`src/rtl/bcastPkg.sv`:
```
package bcastPkg;

  // Strobes issued by the control FSM to the datapath each cycle
  typedef struct packed {
    logic load;      // capture a new warp
    logic consume;   // retire the currently selected address group
    logic fill;      // write the returned line into the cache
    logic clearAll;  // drop every valid bit
  } dpCmd_t;

  typedef enum logic [1:0] {
    ST_IDLE  = 2'd0,
    ST_SERVE = 2'd1,
    ST_FREQ  = 2'd2,
    ST_FWAIT = 2'd3
  } ctrlState_t;

endpackage

```
`src/rtl/bcastDatapath.sv`:
```
module bcastDatapath
  import bcastPkg::*;
#(
  parameter int LANES      = 32,
  parameter int ADDR_W     = 16,
  parameter int DATA_W     = 32,
  parameter int NUM_LINES  = 8,
  parameter int LINE_WORDS = 4
) (
  input  logic                              clk,
  input  logic                              rstN,
  input  dpCmd_t                            cmd,
  input  logic [LANES*ADDR_W-1:0]           reqAddr,
  input  logic [LANES-1:0]                  reqMask,
  input  logic [LINE_WORDS*DATA_W-1:0]      memRspData,
  output logic [LANES-1:0]                  rspLaneMask,
  output logic [DATA_W-1:0]                 rspData,
  output logic [ADDR_W-$clog2(LINE_WORDS)-1:0] memLineAddr,
  output logic                              pendingEmpty,
  output logic                              hit,
  output logic                              lastGroup,
  output logic                              reqMaskEmpty
);

  localparam int OFF_W  = $clog2(LINE_WORDS);
  localparam int IDX_W  = $clog2(NUM_LINES);
  localparam int TAG_W  = ADDR_W - OFF_W - IDX_W;
  localparam int LANE_W = $clog2(LANES);

  // Warp state
  logic [LANES-1:0][ADDR_W-1:0] laneAddr;
  logic [LANES-1:0]             pending;

  // Cache storage
  logic [NUM_LINES-1:0]                         lineValid;
  logic [NUM_LINES-1:0][TAG_W-1:0]              lineTag;
  logic [NUM_LINES-1:0][LINE_WORDS-1:0][DATA_W-1:0] lineData;

  // Selection of the current group
  logic [LANE_W-1:0] selIdx;
  logic [ADDR_W-1:0] selAddr;
  logic [OFF_W-1:0]  selOff;
  logic [IDX_W-1:0]  selIndex;
  logic [TAG_W-1:0]  selTag;
  logic [LANES-1:0]  matchMask;

  // Lowest-index pending lane wins
  always_comb begin
    selIdx = '0;
    for (int i = LANES - 1; i >= 0; i--) begin
      if (pending[i]) selIdx = LANE_W'(i);
    end
  end

  assign selAddr  = laneAddr[selIdx];
  assign selOff   = selAddr[OFF_W-1:0];
  assign selIndex = selAddr[OFF_W +: IDX_W];
  assign selTag   = selAddr[ADDR_W-1 -: TAG_W];

  // Every pending lane sharing the selected address joins the group
  for (genvar g = 0; g < LANES; g++) begin : gMatch
    assign matchMask[g] = pending[g] && (laneAddr[g] == selAddr);
  end

  assign hit          = lineValid[selIndex] && (lineTag[selIndex] == selTag);
  assign lastGroup    = (pending & ~matchMask) == '0;
  assign pendingEmpty = (pending == '0);
  assign reqMaskEmpty = (reqMask == '0);
  assign rspLaneMask  = cmd.consume ? matchMask : '0;
  assign rspData      = lineData[selIndex][selOff];
  assign memLineAddr  = selAddr[ADDR_W-1:OFF_W];

  // Lane address capture
  always_ff @(posedge clk) begin
    if (cmd.load) laneAddr <= reqAddr;
  end

  always_ff @(posedge clk) begin
    if (!rstN) begin
      pending <= '0;
    end else if (cmd.load) begin
      pending <= reqMask;
    end else if (cmd.consume) begin
      pending <= pending & ~matchMask;
    end
  end

  // Valid bits: invalidate wins over a same-cycle fill
  always_ff @(posedge clk) begin
    if (!rstN || cmd.clearAll) begin
      lineValid <= '0;
    end else if (cmd.fill) begin
      lineValid[selIndex] <= 1'b1;
    end
  end

  always_ff @(posedge clk) begin
    if (cmd.fill) begin
      lineTag[selIndex]  <= selTag;
      lineData[selIndex] <= memRspData;
    end
  end

  AST_FILL_THEN_HIT: assert property (@(posedge clk) disable iff (!rstN)
    (cmd.fill && !cmd.clearAll) |=> hit) else $error("fill did not hit");

  AST_LOWEST_FIRST: assert property (@(posedge clk) disable iff (!rstN)
    cmd.consume |-> ((matchMask & (pending & (~pending + 1'b1))) != '0))
    else $error("group skips lowest lane");

  AST_SERVE_ONCE: assert property (@(posedge clk) disable iff (!rstN)
    cmd.consume |=> ((pending & $past(matchMask)) == '0))
    else $error("served lane still pending");

endmodule

```
`src/rtl/bcastCtrl.sv`:
```
module bcastCtrl
  import bcastPkg::*;
(
  input  logic   clk,
  input  logic   rstN,
  input  logic   invalidate,
  input  logic   reqValid,
  input  logic   memReqReady,
  input  logic   memRspValid,
  input  logic   pendingEmpty,
  input  logic   hit,
  input  logic   lastGroup,
  input  logic   reqMaskEmpty,
  output dpCmd_t cmd,
  output logic   reqReady,
  output logic   busy,
  output logic   rspValid,
  output logic   memReqValid
);

  ctrlState_t state, stateNext;

  always_ff @(posedge clk) begin
    if (!rstN) state <= ST_IDLE;
    else       state <= stateNext;
  end

  always_comb begin
    stateNext    = state;
    cmd          = '0;
    cmd.clearAll = invalidate;
    rspValid     = 1'b0;
    memReqValid  = 1'b0;
    unique case (state)
      ST_IDLE: begin
        if (reqValid && !reqMaskEmpty) begin
          cmd.load  = 1'b1;
          stateNext = ST_SERVE;
        end
      end
      ST_SERVE: begin
        if (pendingEmpty) begin
          stateNext = ST_IDLE;
        end else if (hit) begin
          cmd.consume = 1'b1;
          rspValid    = 1'b1;
          if (lastGroup) stateNext = ST_IDLE;
        end else begin
          stateNext = ST_FREQ;
        end
      end
      ST_FREQ: begin
        memReqValid = 1'b1;
        if (memReqReady) stateNext = ST_FWAIT;
      end
      ST_FWAIT: begin
        if (memRspValid) begin
          cmd.fill  = 1'b1;
          stateNext = ST_SERVE;
        end
      end
      default: stateNext = ST_IDLE;
    endcase
  end

  assign busy     = (state != ST_IDLE);
  assign reqReady = (state == ST_IDLE);

  AST_MREQ_HOLD: assert property (@(posedge clk) disable iff (!rstN)
    (memReqValid && !memReqReady) |=> memReqValid) else $error("request dropped");

  AST_DONE_EMPTY: assert property (@(posedge clk) disable iff (!rstN)
    $fell(busy) |-> pendingEmpty) else $error("idle with lanes left");

endmodule

```
`src/rtl/bcastReadUnit.sv`:
```
module bcastReadUnit
  import bcastPkg::*;
#(
  parameter int LANES      = 32,
  parameter int ADDR_W     = 16,
  parameter int DATA_W     = 32,
  parameter int NUM_LINES  = 8,
  parameter int LINE_WORDS = 4
) (
  input  logic                                 clk,
  input  logic                                 rstN,
  input  logic                                 invalidate,
  input  logic                                 reqValid,
  output logic                                 reqReady,
  input  logic [LANES-1:0]                     reqMask,
  input  logic [LANES*ADDR_W-1:0]              reqAddr,
  output logic                                 busy,
  output logic                                 rspValid,
  output logic [LANES-1:0]                     rspLaneMask,
  output logic [DATA_W-1:0]                    rspData,
  output logic                                 memReqValid,
  input  logic                                 memReqReady,
  output logic [ADDR_W-$clog2(LINE_WORDS)-1:0] memReqAddr,
  input  logic                                 memRspValid,
  input  logic [LINE_WORDS*DATA_W-1:0]         memRspData
);

  dpCmd_t cmd;
  logic   pendingEmpty, hit, lastGroup, reqMaskEmpty;

  bcastCtrl uCtrl (
    .clk         (clk),
    .rstN        (rstN),
    .invalidate  (invalidate),
    .reqValid    (reqValid),
    .memReqReady (memReqReady),
    .memRspValid (memRspValid),
    .pendingEmpty(pendingEmpty),
    .hit         (hit),
    .lastGroup   (lastGroup),
    .reqMaskEmpty(reqMaskEmpty),
    .cmd         (cmd),
    .reqReady    (reqReady),
    .busy        (busy),
    .rspValid    (rspValid),
    .memReqValid (memReqValid)
  );

  bcastDatapath #(
    .LANES     (LANES),
    .ADDR_W    (ADDR_W),
    .DATA_W    (DATA_W),
    .NUM_LINES (NUM_LINES),
    .LINE_WORDS(LINE_WORDS)
  ) uDp (
    .clk         (clk),
    .rstN        (rstN),
    .cmd         (cmd),
    .reqAddr     (reqAddr),
    .reqMask     (reqMask),
    .memRspData  (memRspData),
    .rspLaneMask (rspLaneMask),
    .rspData     (rspData),
    .memLineAddr (memReqAddr),
    .pendingEmpty(pendingEmpty),
    .hit         (hit),
    .lastGroup   (lastGroup),
    .reqMaskEmpty(reqMaskEmpty)
  );

  AST_IDLE_QUIET: assert property (@(posedge clk) disable iff (!rstN)
    !busy |-> (!rspValid && !memReqValid)) else $error("activity while idle");

  AST_MADDR_STABLE: assert property (@(posedge clk) disable iff (!rstN)
    (memReqValid && !memReqReady) |=> $stable(memReqAddr)) else $error("line address moved");

  AST_RSP_NONEMPTY: assert property (@(posedge clk) disable iff (!rstN)
    rspValid |-> (rspLaneMask != '0)) else $error("empty broadcast");

endmodule

```
`config.mk`:
```
export PLATFORM = sky130hd
export DESIGN_NAME = bcastReadUnit
export DESIGN_NICKNAME = d
export VERILOG_FILES = /design/src/rtl/bcastPkg.sv /design/src/rtl/bcastDatapath.sv /design/src/rtl/bcastCtrl.sv /design/src/rtl/bcastReadUnit.sv
export SDC_FILE = /design/constraint.sdc
export NUM_CORES = 2
export LEC_CHECK = 0
export BUFFER_PORTS_ARGS = -buffer_cell sky130_fd_sc_hd__buf_2
export CORE_ASPECT_RATIO = 1.75
export CORE_MARGIN = 2
export CORE_UTILIZATION = 64
export CTS_CLUSTER_DIAMETER = 40
export DETAILED_ROUTE_END_ITERATION = 7
export GPL_TIMING_DRIVEN = 0
export MAX_ROUTING_LAYER = met4
export PLACE_DENSITY_LB_ADDON = 0.05
export SLEW_MARGIN = 0
export SYNTH_ARGS = -nofsm -noshare
export SYNTH_HDL_FRONTEND = slang
export SYNTH_SLANG_ARGS = --single-unit
```
`constraint.sdc`:
```
create_clock -name clk -period 25.4 [get_ports clk]
set_clock_uncertainty 0.2 [all_clocks]
set_input_delay 1.27 -clock clk [delete_from_list [all_inputs] [get_ports clk]]
set_output_delay 1.27 -clock clk [all_outputs]
set_load 0.01 [all_outputs]
```
==> run metrics, run 1 <==
Syn Nets=6686; placed standard-cell area=81900 um^2; Rows=165; post-synthesis instance total=6003; number of flops mapped to enable cells by yosys=1624; chip height=456 um; clk root buf=clkbuf_16; CTS H-tree depth=4; port buffer count=758; post-CTS sizing=0; number of synthesized register bits=1666; Synth Flop Type=edfxtp_1; synth unique cells=98; HPWL after DPL=279 mm; register area share after synthesis=66.5%; total global-route track usage=77.7%; Clock Tree Buf Depth=3; cts bufs inserted=154; num ports=760; Synth Warn #=0; hold_buf cts=0; clk sinks=1666; vias in the first global route=75100; gpl congestion=1.24; Post-Syn Area=74600 um^2; Mean Syn Cell Area=12.4 um^2; status=stopped before the end; Fail Step=global routing (5_1_grt); Initial Util=64.6%; Error=[ERROR GRT-0116] Global routing finished with congestion. Check the congestion regions in the DRC Viewer.; GRT overflow=648; global-route wire length before repair=639 mm; largest net degree at the start of global routing=74; number of post-CTS setup repair buffers=0; Die X=262 um; share of flip-flops with an asynchronous set or reset=0%
per-layer routing:
layer,overflow,GRT usage [%]
met5,-,-
met4,279,79.6
met2,352,93.8
met3,12,56.4
met1,5,76.4
synth_stat cells (81+ instances only):
| library cell | n | area [um^2] |
|---|---|---|
| o211ai_1 | 81 | 608 |
| a21oi_1 | 188 | 941 |
| buf_2 | 113 | 566 |
| mux2i_1 | 163 | 1630 |
| nand3_1 | 480 | 2400 |
| xnor2_1 | 307 | 2690 |
| o21ai_0 | 121 | 606 |
| a31oi_1 | 93 | 582 |
| nand2_1 | 1379 | 5180 |
| edfxtp_1 | 1624 | 48800 |
| nor2_1 | 89 | 334 |
| clkbuf_1 | 199 | 747 |
| xor2_1 | 228 | 2000 |
| and3_1 | 86 | 538 |
cells by family after synthesis:
| family | synth area share [%] |
|---|---|
| xor gates and xnor gates | 6.28 |
| buffers and inverters | 2.69 |
| and+or+nand+nor | 13.8 |
| adders and majority gates | 0.0838 |
| DFF | 66.5 |
| AOI/OAI and AO/OA | 7.53 |
| muxes | 3.15 |
metrics by stage:
stage	setup WS, ns	hold WS [ns]	cells	util (%)	TNS, ns
after detailed placement	14.17	0.260	8367	70.8	0
after global placement	-1.35	0.251	8264	69.5	-699.34
after CTS	13.18	0.277	8647	75.3	0
after floorplan	8.10	0.240	6003	-	0
==> run 2, diff against run 1 <==
--- a/config.mk
+++ b/config.mk
@@ -6,14 +6,11 @@
 export NUM_CORES = 2
 export LEC_CHECK = 0
 export BUFFER_PORTS_ARGS = -buffer_cell sky130_fd_sc_hd__buf_2
-export CORE_ASPECT_RATIO = 1.75
 export CORE_MARGIN = 2
-export CORE_UTILIZATION = 64
-export CTS_CLUSTER_DIAMETER = 40
+export CORE_UTILIZATION = 40
 export DETAILED_ROUTE_END_ITERATION = 7
 export GPL_TIMING_DRIVEN = 0
-export MAX_ROUTING_LAYER = met4
-export PLACE_DENSITY_LB_ADDON = 0.05
+export PLACE_DENSITY_LB_ADDON = 0.15
 export SLEW_MARGIN = 0
 export SYNTH_ARGS = -nofsm -noshare
 export SYNTH_HDL_FRONTEND = slang
==> run 2 against run 1 <==
Against the previous run: the flow now finishes, with violations (max-capacitance violations, max-slew violations); area after synthesis is the same; synthesized cell count is the same.
==> run metrics, run 2 <==
status=finished, violations left; failing checks=max-capacitance violations, max-slew violations; number of synthesized register bits=1666; unrepaired setup endpoints after global routing=false; share of flip-flops with an asynchronous set or reset=0%; Rows=158; hold path startpoint=uDp.lineValid[4]; worst slew pin tran=1.55 ns; total global-route track usage=38.3%; top-count cell post-synth=edfxtp_1; Post-Syn Area=74600 um^2; crit start category=flip-flop; largest net degree at the start of global routing=74; Setup CP Type=reg2out; commonest non-fill, non-tap cell in the layout=edfxtp_1; initial antenna violation count=75; compound-gate portion of the synthesized area=7.53%; clk sinks=1666; max-slew violations=4; clk root buf=clkbuf_16; DRC viols=0; fin nets=7731; Routed WL per cell=38.6 um; global-route wire length before repair=491 mm; CTS tree=built; adder-cell share of the synthesized area=0.0838%; Relative slew margins=-4.37%; main combinational cell family by area after synthesis=simple AND/OR/NAND/NOR gates; Via density=6.05; Worst-path clk slew=0.06 ns; synth unique cells=98; Die X=436 um; Max-Cap Viols=2; register area share after synthesis=66.5%; drt initial violations=7721; post-synthesis instance total=6003; num ports=760; Die ar.=190000 um^2; WL final=374 mm; Reg2Reg Setup Slack=13.96 ns; Final Hold Fails=0; worst flop-to-flop path startpoint=uDp.pending[6]; most area-consuming cells after synthesis=edfxtp_1, nand2_1, xnor2_1; final setup vio count=0; port buffer count=758; worst hold margin=0.276 ns; Yosys top cell by area=edfxtp_1; CP max FO=10; Regs by FF count=uDp.lineData (1024), uDp.laneAddr (512), uDp.lineTag (88); fin crit share=50.6%; number of post-CTS setup repair buffers=0; chip height=436 um; Mean Syn Cell Area=12.4 um^2; Synth Flop Type=edfxtp_1; CP Capture Type=primary output; antenna viol nets, final=0; Worst-Skew Late Latency=0.88 ns; Hold Path End=uDp.lineValid[4]; Largest register FFs=1024; gpl congestion=1.05; post-synthesis xor/xnor area fraction=6.28%; core box area=185000 um^2; cts bufs inserted=178; Synth Warn #=0; area grow syn2layout=19.3%; Hold Path Depth=2; hold_buf cts=0; Top reg by flops=uDp.lineData; Arrival @ worst endpoint=11.38 ns; Crit Reg-Reg Endpoint=uDp.lineData[590]; Hold WC Path Type=reg2reg; commonest cells after routing, fill and taps aside=edfxtp_1, nand2_1, buf_2; WP data required=23.93 ns; share of the synthesized area in the top cell type=65.3%; drt first pass iters=6; Initial Util=40.3%; final worst path period need=12.85 ns; GRT overflow=0; Max Clock Freq=77.8 MHz; CTS H-tree depth=4; mux cell area share after synthesis=3.15%; R2R depth=23; vias in the first global route=54800; number of flops mapped to enable cells by yosys=1624; post-synthesis simple-gate area fraction=13.8%; HPWL after DPL=289 mm; Clock Tree Buf Depth=3; Vias=58600; layout cells sized above 1=19.0%; most common library cells after synthesis=edfxtp_1, nand2_1, nand3_1; post-CTS sizing=0; Syn Nets=6686
-- run 2: how the worst max path moves through the flow --
stage,from,end,slack [ns],cells after the start
3_5_place_dp,uDp.pending[4],rspData[12],13.87,22
4_1_cts,uDp.pending[8],rspData[12],12.94,21
2_1_floorplan,reqMask[28],uDp.laneAddr[0],8.10,7
6_report,uDp.pending[4],rspData[18],12.55,22
3_3_place_gp,uDp.pending[16],uDp.lineData[79],-3.70,17
5_1_grt,uDp.pending[4],rspData[20],12.71,22
-- run 2: logic make-up after synthesis --
family | after synthesis
xor gates and xnor gates | 535
muxes | 204
and+or+nand+nor | 2329
adders and majority gates | 5
buffers and inverters | 448
DFF | 1666
AOI/OAI and AO/OA | 816
-- run 2: critical path: stages (launching register included) --
cell	delay [ns]
dfxtp_1	0.42
or4_1	0.66
nor2_1	0.48
nand3_1	0.68
nor2_1	0.77
nand2_1	0.38
a221oi_1	0.35
a2111oi_0	0.11
and3_1	0.36
inv_2	0.28
buf_2	0.32
buf_1	0.99
buf_2	0.66
buf_2	0.58
clkbuf_1	0.88
buf_2	0.45
nand2_1	0.09
nand3_1	0.08
nand2_1	0.12
a21oi_1	0.74
o21ai_0	0.14
o21ai_0	0.61
buf_2	0.26
-- run 2: cell type report --
cell class              instances  area (um^2)
repair buffers                865         5390
inverters                      61          229
plain buffers                 387         1780
clock inverters                97         1050
fillers                     16900        96400
multi-input cells            3889        23100
well taps                    2480         3100
flip-flops and latches       1666        49600
diodes                         29         72.6
clock buffers                 224         4670
-- run 2: through the flow --
stage                     instances  util [%]  cell area (um^2)  setup TNS (ns)  setup slack (ns)
after floorplan                6003         -             74600               0              8.10
after global placement         9241      44.0             81500        -1535.37             -3.70
after detailed placement       9347      44.9             83200               0             13.87
after CTS                      9668      48.0             88900               0             12.94
after global routing           9678      48.0             89000               0             12.71
final                          9698      48.0             89000               0             12.55
-- run 2: metal layers --
layer,vias up,GRT usage [%],wire length (um)
met5,-,0,184
met4,28,29.0,34100
met3,1010,7.32,30800
met2,3776,61.5,174000
met1,29600,45.7,135000
li1,24300,-,-
Power of run 2 is not shown: default switching activity piles up to over one toggle a cycle in this logic, so the estimate is an artifact.
